<file path="src/rtl/tmr_pkg.sv">
package tmr_pkg;
  typedef enum logic [1:0] {
    MD_RELOAD16 = 2'd0,
    MD_FREE16   = 2'd1,
    MD_RELOAD8  = 2'd2,
    MD_SPLIT    = 2'd3
  } tmr_mode_e;

  typedef struct packed {
    logic      gate;
    logic      evt_sel;
    tmr_mode_e mode;
  } tmr_cfg_t;

  localparam int A_CFG    = 0;
  localparam int A_RUNFLG = 1;
  localparam int A_TOGEN  = 2;
  localparam int A_CNT0L  = 3;
  localparam int A_RLD0L  = 7;
  localparam int N_TMR    = 2;
endpackage

</file>
<file path="src/rtl/tmr_regs.sv">
module tmr_regs
  import tmr_pkg::*;
#(
  parameter int AW = 4,
  parameter int DW = 8
) (
  input  logic                         clk,
  input  logic                         rst_n,
  input  logic                         wr_en,
  input  logic [AW-1:0]                wr_addr,
  input  logic [DW-1:0]                wr_data,
  output tmr_cfg_t [N_TMR-1:0]         cfg_o,
  output logic [N_TMR-1:0]             run_o,
  output logic [N_TMR-1:0]             tog_en_o,
  output logic [N_TMR-1:0][DW-1:0]     rld_lo_o,
  output logic [N_TMR-1:0][DW-1:0]     rld_hi_o,
  output logic [N_TMR-1:0]             flag_clr_o,
  output logic [N_TMR-1:0]             cnt_wr_lo_o,
  output logic [N_TMR-1:0]             cnt_wr_hi_o
);
  localparam logic [AW-1:0] ADDR_CFG    = AW'(A_CFG);
  localparam logic [AW-1:0] ADDR_RUNFLG = AW'(A_RUNFLG);
  localparam logic [AW-1:0] ADDR_TOGEN  = AW'(A_TOGEN);

  always_ff @(posedge clk) begin
    if (!rst_n) begin
      cfg_o    <= '0;
      run_o    <= '0;
      tog_en_o <= '0;
      rld_lo_o <= '0;
      rld_hi_o <= '0;
    end else if (wr_en) begin
      if (wr_addr == ADDR_CFG)    cfg_o    <= wr_data;
      if (wr_addr == ADDR_RUNFLG) run_o    <= wr_data[N_TMR-1:0];
      if (wr_addr == ADDR_TOGEN)  tog_en_o <= wr_data[N_TMR-1:0];
      for (int n = 0; n < N_TMR; n++) begin
        if (wr_addr == AW'(A_RLD0L + 2*n))     rld_lo_o[n] <= wr_data;
        if (wr_addr == AW'(A_RLD0L + 2*n + 1)) rld_hi_o[n] <= wr_data;
      end
    end
  end

  // Write-side strobes consumed by the counters and flag units.
  always_comb begin
    for (int n = 0; n < N_TMR; n++) begin
      flag_clr_o[n]  = wr_en && (wr_addr == ADDR_RUNFLG) && !wr_data[N_TMR+n];
      cnt_wr_lo_o[n] = wr_en && (wr_addr == AW'(A_CNT0L + 2*n));
      cnt_wr_hi_o[n] = wr_en && (wr_addr == AW'(A_CNT0L + 2*n + 1));
    end
  end

  p_cfg_wr_r11: assert property (@(posedge clk) disable iff (!rst_n)
    (wr_en && wr_addr == ADDR_CFG) |=> (cfg_o == $past(wr_data)));
endmodule

</file>
<file path="src/rtl/tmr_core.sv">
module tmr_core
  import tmr_pkg::*;
#(
  parameter int DW       = 8,
  parameter bit SPLIT_OK = 1'b0
) (
  input  logic          clk,
  input  logic          rst_n,
  input  tmr_mode_e     mode,
  input  logic          lo_en,
  input  logic          hi_en,
  input  logic          wr_lo,
  input  logic          wr_hi,
  input  logic [DW-1:0] wr_data,
  input  logic [DW-1:0] rld_lo,
  input  logic [DW-1:0] rld_hi,
  output logic [DW-1:0] cnt_lo_o,
  output logic [DW-1:0] cnt_hi_o,
  output logic          ovf_main_o,
  output logic          ovf_split_o
);
  localparam int WW = 2 * DW;

  function automatic logic [DW:0] step_b(input logic [DW-1:0] v);
    return {&v, v + 1'b1};
  endfunction

  function automatic logic [WW:0] step_w(input logic [WW-1:0] v);
    return {&v, v + 1'b1};
  endfunction

  logic [DW-1:0] nlo, nhi;
  logic [DW:0]   lo_step, hi_step;
  logic [WW:0]   w_step;
  logic          wr_any;

  assign wr_any  = wr_lo || wr_hi;
  assign lo_step = step_b(cnt_lo_o);
  assign hi_step = step_b(cnt_hi_o);
  assign w_step  = step_w({cnt_hi_o, cnt_lo_o});

  always_comb begin
    nlo         = cnt_lo_o;
    nhi         = cnt_hi_o;
    ovf_main_o  = 1'b0;
    ovf_split_o = 1'b0;
    if (wr_any) begin
      if (wr_lo) nlo = wr_data;
      if (wr_hi) nhi = wr_data;
    end else begin
      unique case (mode)
        MD_RELOAD16: if (lo_en) begin
          ovf_main_o = w_step[WW];
          if (w_step[WW]) {nhi, nlo} = {rld_hi, rld_lo};
          else            {nhi, nlo} = w_step[WW-1:0];
        end
        MD_FREE16: if (lo_en) begin
          ovf_main_o = w_step[WW];
          {nhi, nlo} = w_step[WW-1:0];
        end
        MD_RELOAD8: if (lo_en) begin
          ovf_main_o = lo_step[DW];
          nlo        = lo_step[DW] ? rld_lo : lo_step[DW-1:0];
        end
        MD_SPLIT: if (SPLIT_OK) begin
          if (lo_en) begin
            ovf_main_o = lo_step[DW];
            nlo        = lo_step[DW-1:0];
          end
          if (hi_en) begin
            ovf_split_o = hi_step[DW];
            nhi         = hi_step[DW-1:0];
          end
        end
        default: ;
      endcase
    end
  end

  always_ff @(posedge clk) begin
    if (!rst_n) begin
      cnt_lo_o <= '0;
      cnt_hi_o <= '0;
    end else begin
      cnt_lo_o <= nlo;
      cnt_hi_o <= nhi;
    end
  end

  p_reload16_r2: assert property (@(posedge clk) disable iff (!rst_n)
    (mode == MD_RELOAD16 && lo_en && !wr_any && (&{cnt_hi_o, cnt_lo_o}))
      |=> ({cnt_hi_o, cnt_lo_o} == $past({rld_hi, rld_lo})));

  p_free_wrap_r3: assert property (@(posedge clk) disable iff (!rst_n)
    (mode == MD_FREE16 && lo_en && !wr_any && (&{cnt_hi_o, cnt_lo_o}))
      |=> ({cnt_hi_o, cnt_lo_o} == '0));

  p_rl8_hi_r4: assert property (@(posedge clk) disable iff (!rst_n)
    (mode == MD_RELOAD8 && !wr_any) |=> $stable(cnt_hi_o));

  p_idle_hold_r7: assert property (@(posedge clk) disable iff (!rst_n)
    (!lo_en && !hi_en && !wr_any) |=> $stable({cnt_hi_o, cnt_lo_o}));

  p_wr_lo_r11: assert property (@(posedge clk) disable iff (!rst_n)
    wr_lo |=> (cnt_lo_o == $past(wr_data)));

  generate
    if (!SPLIT_OK) begin : g_stop
      p_stop_r5: assert property (@(posedge clk) disable iff (!rst_n)
        (mode == MD_SPLIT && !wr_any) |=> ($stable({cnt_hi_o, cnt_lo_o}) && !$past(ovf_main_o)));
    end
  endgenerate
endmodule

</file>
<file path="src/rtl/tmr_event.sv">
module tmr_event (
  input  logic clk,
  input  logic rst_n,
  input  logic ovf,
  input  logic tog_en,
  input  logic sw_clr,
  input  logic ack,
  output logic flag_o,
  output logic pin_o
);
  logic set_ev, tog_ev, clr_ev;

  assign set_ev = ovf && !tog_en;
  assign tog_ev = ovf && tog_en;
  assign clr_ev = sw_clr || ack;

  always_ff @(posedge clk) begin
    if (!rst_n) begin
      flag_o <= 1'b0;
      pin_o  <= 1'b0;
    end else begin
      if (set_ev)      flag_o <= 1'b1;
      else if (clr_ev) flag_o <= 1'b0;
      if (tog_ev)      pin_o  <= ~pin_o;
    end
  end

  p_tog_flip_r9: assert property (@(posedge clk) disable iff (!rst_n)
    (ovf && tog_en) |=> (pin_o != $past(pin_o)));

  p_tog_noflag_r9: assert property (@(posedge clk) disable iff (!rst_n)
    (ovf && tog_en) |=> (flag_o == $past(flag_o) || !flag_o));

  p_set_wins_r10: assert property (@(posedge clk) disable iff (!rst_n)
    (ovf && !tog_en) |=> flag_o);

  p_clear_r10: assert property (@(posedge clk) disable iff (!rst_n)
    ((sw_clr || ack) && !ovf) |=> !flag_o);
endmodule

</file>
<file path="src/rtl/dual_reload_timer.sv">
module dual_reload_timer
  import tmr_pkg::*;
#(
  parameter int AW = 4,
  parameter int DW = 8
) (
  input  logic          clk,
  input  logic          rst_n,
  input  logic          tick_i,
  input  logic [1:0]    evt_i,
  input  logic [1:0]    gate_pin_i,
  input  logic          wr_en_i,
  input  logic [AW-1:0] wr_addr_i,
  input  logic [DW-1:0] wr_data_i,
  input  logic [AW-1:0] rd_addr_i,
  output logic [DW-1:0] rd_data_o,
  input  logic [1:0]    irq_ack_i,
  output logic [1:0]    ovf_flag_o,
  output logic [1:0]    tog_o
);
  tmr_cfg_t [N_TMR-1:0]     cfg;
  logic [N_TMR-1:0]         run, tog_en, flag_clr, cnt_wr_lo, cnt_wr_hi;
  logic [N_TMR-1:0][DW-1:0] rld_lo, rld_hi, cnt_lo, cnt_hi;
  logic [N_TMR-1:0]         src, gate_ok, lo_en, hi_en, ovf_main, ovf_split, chan_ev;
  logic                     split;

  tmr_regs #(.AW(AW), .DW(DW)) u_regs (
    .clk, .rst_n,
    .wr_en(wr_en_i), .wr_addr(wr_addr_i), .wr_data(wr_data_i),
    .cfg_o(cfg), .run_o(run), .tog_en_o(tog_en),
    .rld_lo_o(rld_lo), .rld_hi_o(rld_hi),
    .flag_clr_o(flag_clr), .cnt_wr_lo_o(cnt_wr_lo), .cnt_wr_hi_o(cnt_wr_hi)
  );

  assign split = (cfg[0].mode == MD_SPLIT);

  // Run qualification: source pick, gate, and run bit (timer 1 loses its run bit while split).
  always_comb begin
    for (int n = 0; n < N_TMR; n++) begin
      src[n]     = cfg[n].evt_sel ? evt_i[n] : tick_i;
      gate_ok[n] = !cfg[n].gate || gate_pin_i[n];
    end
    lo_en[0] = run[0] && gate_ok[0] && src[0];
    hi_en[0] = split && run[1] && tick_i;
    lo_en[1] = (split || run[1]) && gate_ok[1] && src[1];
    hi_en[1] = 1'b0;
  end

  // Channel 1 is fed by timer 0's high byte while split.
  assign chan_ev[0] = ovf_main[0];
  assign chan_ev[1] = split ? ovf_split[0] : ovf_main[1];

  generate
    for (genvar g = 0; g < N_TMR; g++) begin : g_tmr
      tmr_core #(.DW(DW), .SPLIT_OK(g == 0)) u_core (
        .clk, .rst_n,
        .mode(cfg[g].mode), .lo_en(lo_en[g]), .hi_en(hi_en[g]),
        .wr_lo(cnt_wr_lo[g]), .wr_hi(cnt_wr_hi[g]), .wr_data(wr_data_i),
        .rld_lo(rld_lo[g]), .rld_hi(rld_hi[g]),
        .cnt_lo_o(cnt_lo[g]), .cnt_hi_o(cnt_hi[g]),
        .ovf_main_o(ovf_main[g]), .ovf_split_o(ovf_split[g])
      );
      tmr_event u_evt (
        .clk, .rst_n,
        .ovf(chan_ev[g]), .tog_en(tog_en[g]),
        .sw_clr(flag_clr[g]), .ack(irq_ack_i[g]),
        .flag_o(ovf_flag_o[g]), .pin_o(tog_o[g])
      );
    end
  endgenerate

  always_comb begin
    rd_data_o = '0;
    if (rd_addr_i == AW'(A_CFG))    rd_data_o = cfg;
    if (rd_addr_i == AW'(A_RUNFLG)) rd_data_o = DW'({ovf_flag_o, run});
    if (rd_addr_i == AW'(A_TOGEN))  rd_data_o = DW'(tog_en);
    for (int n = 0; n < N_TMR; n++) begin
      if (rd_addr_i == AW'(A_CNT0L + 2*n))     rd_data_o = cnt_lo[n];
      if (rd_addr_i == AW'(A_CNT0L + 2*n + 1)) rd_data_o = cnt_hi[n];
      if (rd_addr_i == AW'(A_RLD0L + 2*n))     rd_data_o = rld_lo[n];
      if (rd_addr_i == AW'(A_RLD0L + 2*n + 1)) rd_data_o = rld_hi[n];
    end
  end

  p_split_mute_r6: assert property (@(posedge clk) disable iff (!rst_n)
    (split && !ovf_split[0]) |=> !$rose(ovf_flag_o[1]));

  p_gate_low_r7: assert property (@(posedge clk) disable iff (!rst_n)
    (cfg[0].gate && !gate_pin_i[0] && !split && !cnt_wr_lo[0] && !cnt_wr_hi[0])
      |=> $stable({cnt_hi[0], cnt_lo[0]}));
endmodule

</file>
<file path="config.mk">
export PLATFORM = sky130hd
export DESIGN_NAME = dual_reload_timer
export DESIGN_NICKNAME = d
export VERILOG_FILES = /design/src/rtl/tmr_pkg.sv /design/src/rtl/tmr_regs.sv /design/src/rtl/tmr_core.sv /design/src/rtl/tmr_event.sv /design/src/rtl/dual_reload_timer.sv
export SDC_FILE = /design/constraint.sdc
export NUM_CORES = 1
export LEC_CHECK = 0
export BUFFER_PORTS_ARGS = -buffer_cell sky130_fd_sc_hd__buf_4
export CAP_MARGIN = 20
export CELL_PAD_IN_SITES_DETAIL_PLACEMENT = 0
export CELL_PAD_IN_SITES_GLOBAL_PLACEMENT = 1
export CORE_MARGIN = 2
export CORE_UTILIZATION = 35
export DETAILED_ROUTE_END_ITERATION = 16
export GPL_TIMING_DRIVEN = 0
export PLACE_DENSITY_LB_ADDON = 0.1
export SETUP_SLACK_MARGIN = 0.5
export SLEW_MARGIN = 20
export SYNTH_ARGS = -nofsm -noshare
export SYNTH_HDL_FRONTEND = slang
export SYNTH_HIERARCHICAL = 1
export SYNTH_SLANG_ARGS = --single-unit
</file>
<file path="constraint.sdc">
create_clock -name clk -period 5.6 [get_ports clk]
set_input_delay 0.28 -clock clk [delete_from_list [all_inputs] [get_ports clk]]
set_output_delay 0.28 -clock clk [all_outputs]
set_load 0.01 [all_outputs]
</file>
-- Word level (Yosys, flattened, before mapping)
Cells that the tools add are included.
- bits of input ports: 26
- bits in registers: 80
- reductions and logical operators: 58
- bitwise gates (word level): 2
- $add $sub $neg: 5
- muxes and demuxes: 58
- equality and inequality tests: 37
- operators by type and width (operator ; count):
    $mux 8 ; 37
    $pmux 8 s3 ; 2
    $add 16x1->16 const B ; 2
    $eq 4x3->1 const B ; 8
    $pmux 8 s4 ; 1
    $reduce_and 16->1 ; 2
    $add 8x1->8 const B ; 3
    $eq 4x4->1 const B ; 6
    $ne 3x1->1 const B ; 8
    $reduce_and 8->1 ; 3
    $logic_and 1x1->1 ; 17
    $eq 4x2->1 const B ; 4
    $pmux 8 s2 ; 1
    $mux 1 ; 15
    $reduce_and 5->1 ; 3
    $reduce_and 2->1 ; 7
    $eq 4x1->1 const B ; 2
    $logic_not 4->1 ; 2
    $ne 2x1->1 const B ; 4
    $reduce_bool 4->1 ; 2
    $logic_or 1x1->1 ; 7
    $eq 2x2->1 const B ; 3
    $logic_not 1->1 ; 6
    $reduce_or 2->1 ; 3
    other kinds (7) ; 12

-- Depth between registers and ports, before layout
- depth after elaboration: 12
- depth in mapped cells: 10

-- Cells and area by module
The synthesis kept the hierarchy.
- modules (own cells, without submodules) (module ; cells an instance ; seq. area each (µm²) ; instances ; area each (µm²)):
    tmr_regs ; 167 ; 880.8 ; 1 ; 1666.6
    tmr_core at g_tmr[1].u_core ; 165 ; 320.3 ; 1 ; 1361.3
    tmr_core at g_tmr[0].u_core ; 176 ; 320.3 ; 1 ; 1317.5
    dual_reload_timer ; 131 ; 0.0 ; 1 ; 920.9
    tmr_event ; 9 ; 40.0 ; 2 ; 90.1

-- Least setup slack after synthesis
No wires, ideal clock.
- path type: input to register
- from: in wr_addr_i[3]
- to: reg g_tmr[1].u_evt.flag_o
- arrival time: 2231 ps
- slack: 3255 ps
- setup time: 115 ps
- stages on the path: 10
- path buffers: 2
- cells stage by stage: nor3b_1 and3_1 clkbuf_1 or2_2 clkbuf_1 nor2_1 and3_1 mux2_2 nor2b_1 o21a_1
- longest elaborated chain between the ends: 7
- ends and longest elaborated chain (what ; line ; RTL):
    from (decl) ; dual_reload_timer.sv:13 ; input logic [AW-1:0] wr_addr_i,
    $eq 4x2->1 (*) ; tmr_regs.sv:47 ; cnt_wr_lo_o[n] = wr_en && (wr_addr == AW'(A_CNT0L + 2*n));
    $logic_and 1x1->1 (*) ; tmr_regs.sv:47 ;
    net cnt_wr_lo[0] ; dual_reload_timer.sv:22 ; logic [N_TMR-1:0] run, tog_en, flag_clr, cnt_wr_lo, cnt_wr_hi;
    $logic_or 1x1->1 (*) ; tmr_core.sv:37 ; assign wr_any = wr_lo || wr_hi;
    $mux 1 (*) ; tmr_core.sv:47 ; if (wr_any) begin
    net ovf_split[0] ; dual_reload_timer.sv:24 ; logic [N_TMR-1:0] src, gate_ok, lo_en, hi_en, ovf_main, ovf_split, chan_ev;
    $mux 1 (*) ; dual_reload_timer.sv:51 ; assign chan_ev[1] = split ? ovf_split[0] : ovf_main[1];
    net chan_ev[1] ; dual_reload_timer.sv:24 ;
    $logic_and 1x1->1 (*) ; tmr_event.sv:13 ; assign set_ev = ovf && !tog_en;
    $mux 1 / $reduce_bool 2->1 (equally long branches) ; - ;
    to (signal assigned) ; tmr_event.sv:19 ; flag_o <= 1'b0;
    to (signal assigned) ; tmr_event.sv:22 ; if (set_ev) flag_o <= 1'b1;
    to (signal assigned) ; tmr_event.sv:23 ; else if (clr_ev) flag_o <= 1'b0;
    to (decl) ; tmr_event.sv:8 ; output logic flag_o,
Mark *: on every way through the listed nets, which the timed path passes. The rest lies on a longest branch.
A chain may end at the register's enable or synchronous reset.

-- Final worst setup path
Ends and elaborated chain as after synthesis.

==> results.cfg <==
[timing]
report.final.setup_viol = 0
grt_setup_unrepaired = false
final_period_minus_worst_setup_slack_ps = 2939
fraction_of_the_cycle_the_final_worst_path_needs_pct = 52.47
slew_viol_final = 0
worst_clock_skew_ps = 10.08
achievable_freq_mhz = 340.3
slew_headroom_pct = 46.09
totalNegativeSetupSlack_ps = 0
worst_slew_pin_slew_ps = 804.9
hold_viol = 0

[worst_setup_path]
setup_crit_start_kind = input pin
timing.reg2reg.worst_path_depth = 6
endpoint = g_tmr[1].u_evt/flag_o
crit_path_start = wr_addr_i[3]
timing.critical_path.arrival_ps = 3180
reg2reg_setup_slack_ps = 3030
crit_fanout = 9
worst-endpoint-required_ps = 5840
r2r-start = u_regs/cfg_o[0]
regToRegEndpoint = g_tmr[1].u_core/cnt_hi_o[7]
path_class = input pin to flip-flop
setup.worst_path.end_class = flip-flop

[place]
postPlaceCellArea_mm2 = 0.005942
placement.io_buffers = 36
globalplace.congestion = 0.9650
dp_hpwl_mm = 16.67

[clock_network]
clk_latency_ps = 350
ctsResizeCount = 0
holdBufCountCts = 0
cts_made_buffers = 9
cts_num_sinks = 80
clk_pin_slew_worst_paths_ps = 60
post_cts_buffers = 0
clock_tree.root_cell = clkbuf_16
cts_tree = done
cts_buffer_depth = 2
htreeDepth = 3

[finish]
multi_input_comb_area_mm2 = 0.003578
final_core_utilization_pct = 40.89
insertedDiodeCount = 0
final_nets = 735
drive_above_1_share_pct = 16.15
seq_area_mm2 = 0.001602
flow.area_growth_from_synthesis_pct = 14.44
filler_cell_count = 1584
final_area_mm2 = 0.006216

[die]
die_height_um = 128.6
fp-row-count = 45
coreArea_mm2 = 0.01520
top_level_ports = 38
die_area_mm2 = 0.01653
initial_utilization_pct = 35.73
fp.dieW_um = 128.6

[status]
outcome = finished clean

[logic_synthesis]
synth.yosys.warnings = 6
avgSynthCellArea_um2 = 8.305
synthesis.instances = 654
synth_fp_nets = 688
synth_area_mm2 = 0.005431

[worst_hold_path]
hold_class = input pin to flip-flop

[flow_run]
drv_cap = 0

[pwr]
power.density_mw_per_mm2 = 213.3
power_leakage_nw = 2.279
worst_ir_drop_vdd_v = 0.0001370

[global_route]
grt_start_max_net_pins = 15
grt_usage_pct = 27.08
antenna_found_initial = 0
grt.overflow.total = 0
first_global_vias = 5197
grt_pass1_wl_mm = 32.73

[detailed_routing]
detail_route.wl_per_cell_um = 24.82
initialDrtViolationCount = 485
route.detailed.vias_per_inst = 6.199
post-route-drc-count = 0
wl_mm = 22.19
total_via_count_after_detailed_routing = 5542
drt_pass1_iterations = 5
drt.antenna.violating_nets = 0
-- where the power goes --
group	total [mW]	leakage [nW]	internal (mW)	switching, mW
combinational	0.162	1.50	0.0601	0.101
clock	0.566	0.135	0.301	0.266
sequential	0.598	0.646	0.579	0.0192
-- cells in the final DEF (no fill, tap or decap), drive strengths merged, types with 3 or more instances in the layout --
cell / instances
xnor2: 15
nor4: 4
o21ai: 29
a22oi: 13
ha: 8
mux2: 6
o2bb2ai: 5
nor3: 26
mux2i: 54
nand2: 95
nand2b: 13
and4: 7
clkinv: 8
nand3b: 5
o221ai: 16
xor2: 5
nor2: 45
nor3b: 5
dfxtp: 80
a22o: 3
o21a: 4
a31oi: 17
a21o: 6
a221oi: 13
inv: 10
a211oi: 12
a21oi: 29
nand3: 19
nand4: 14
buf: 55
or2: 6
and2: 3
o22ai: 9
and3: 6
nor2b: 6
o31ai: 4
clkbuf: 27
-- through the flow --
step | hold slack (ps) | setup slack [ps] | power [mW] | std cells
4_1_cts | 240.9 | 2731 | 1.332 | 894
2_1_floorplan | 397.6 | 3255 | 0.6947 | 654
3_5_place_dp | 467.6 | 2384 | 0.7687 | 878
6_report | 246.1 | 2661 | 1.326 | 894
3_3_place_gp | 459.9 | 2291 | 0.7672 | 878
5_1_grt | 241.7 | 2457 | 1.374 | 894
-- sequential cells by signal, indices dropped and copies added (netlist names) --
register	cells
g_tmr.u_core/cnt_hi_o	16
g_tmr.u_core/cnt_lo_o	16
u_regs/rld_hi_o	16
u_regs/rld_lo_o	16
u_regs/cfg_o	8
g_tmr.u_evt/flag_o	2
g_tmr.u_evt/pin_o	2
u_regs/run_o	2
u_regs/tog_en_o	2
-- how the worst min path moves through the flow --
stage / from / endpoint / depth (start not counted)
after floorplan: rst_n / g_tmr[0].u_evt/flag_o / 1
after global placement: g_tmr[1].u_evt/pin_o / g_tmr[1].u_evt/pin_o / 2
after detailed placement: g_tmr[1].u_evt/pin_o / g_tmr[1].u_evt/pin_o / 2
after CTS: irq_ack_i[1] / g_tmr[1].u_evt/flag_o / 3
after global routing: irq_ack_i[1] / g_tmr[1].u_evt/flag_o / 3
final: irq_ack_i[1] / g_tmr[1].u_evt/flag_o / 3
-- worst max-delay path: stages --
cell,delay [ps]
buf_4,120
nor3b_1,510
and3_1,250
clkbuf_1,470
or2_2,210
clkbuf_1,410
nor2_1,140
and3_1,220
mux2_2,270
nor2b_1,130
o21a_1,180
-- per-layer routing --
| layer | vias to the layer above | part of all wire, % | track usage [%] |
|---|---|---|---|
| met3 | 28 | 8.2 | 6.653 |
| met5 | - | 0 | 0 |
| met4 | 0 | 2.5 | 9.463 |
| met1 | 2733 | 47 | 38.78 |
| met2 | 226 | 43 | 39.58 |
| li1 | 2555 | - | - |
-- area by class of cell --
| type | count | share of cell area, % |
|---|---|---|
| multi-input cells | 525 | 57.57 |
| flip-flops and latches | 80 | 25.76 |
| repair buffers | 36 | 4.348 |
| well taps | 188 | 3.784 |
| clock buffers | 9 | 3.623 |
| plain buffers | 37 | 3.402 |
| clock inverters | 7 | 0.7850 |
| inverters | 12 | 0.7246 |
Note: power is estimated with default switching activity, not from simulation.
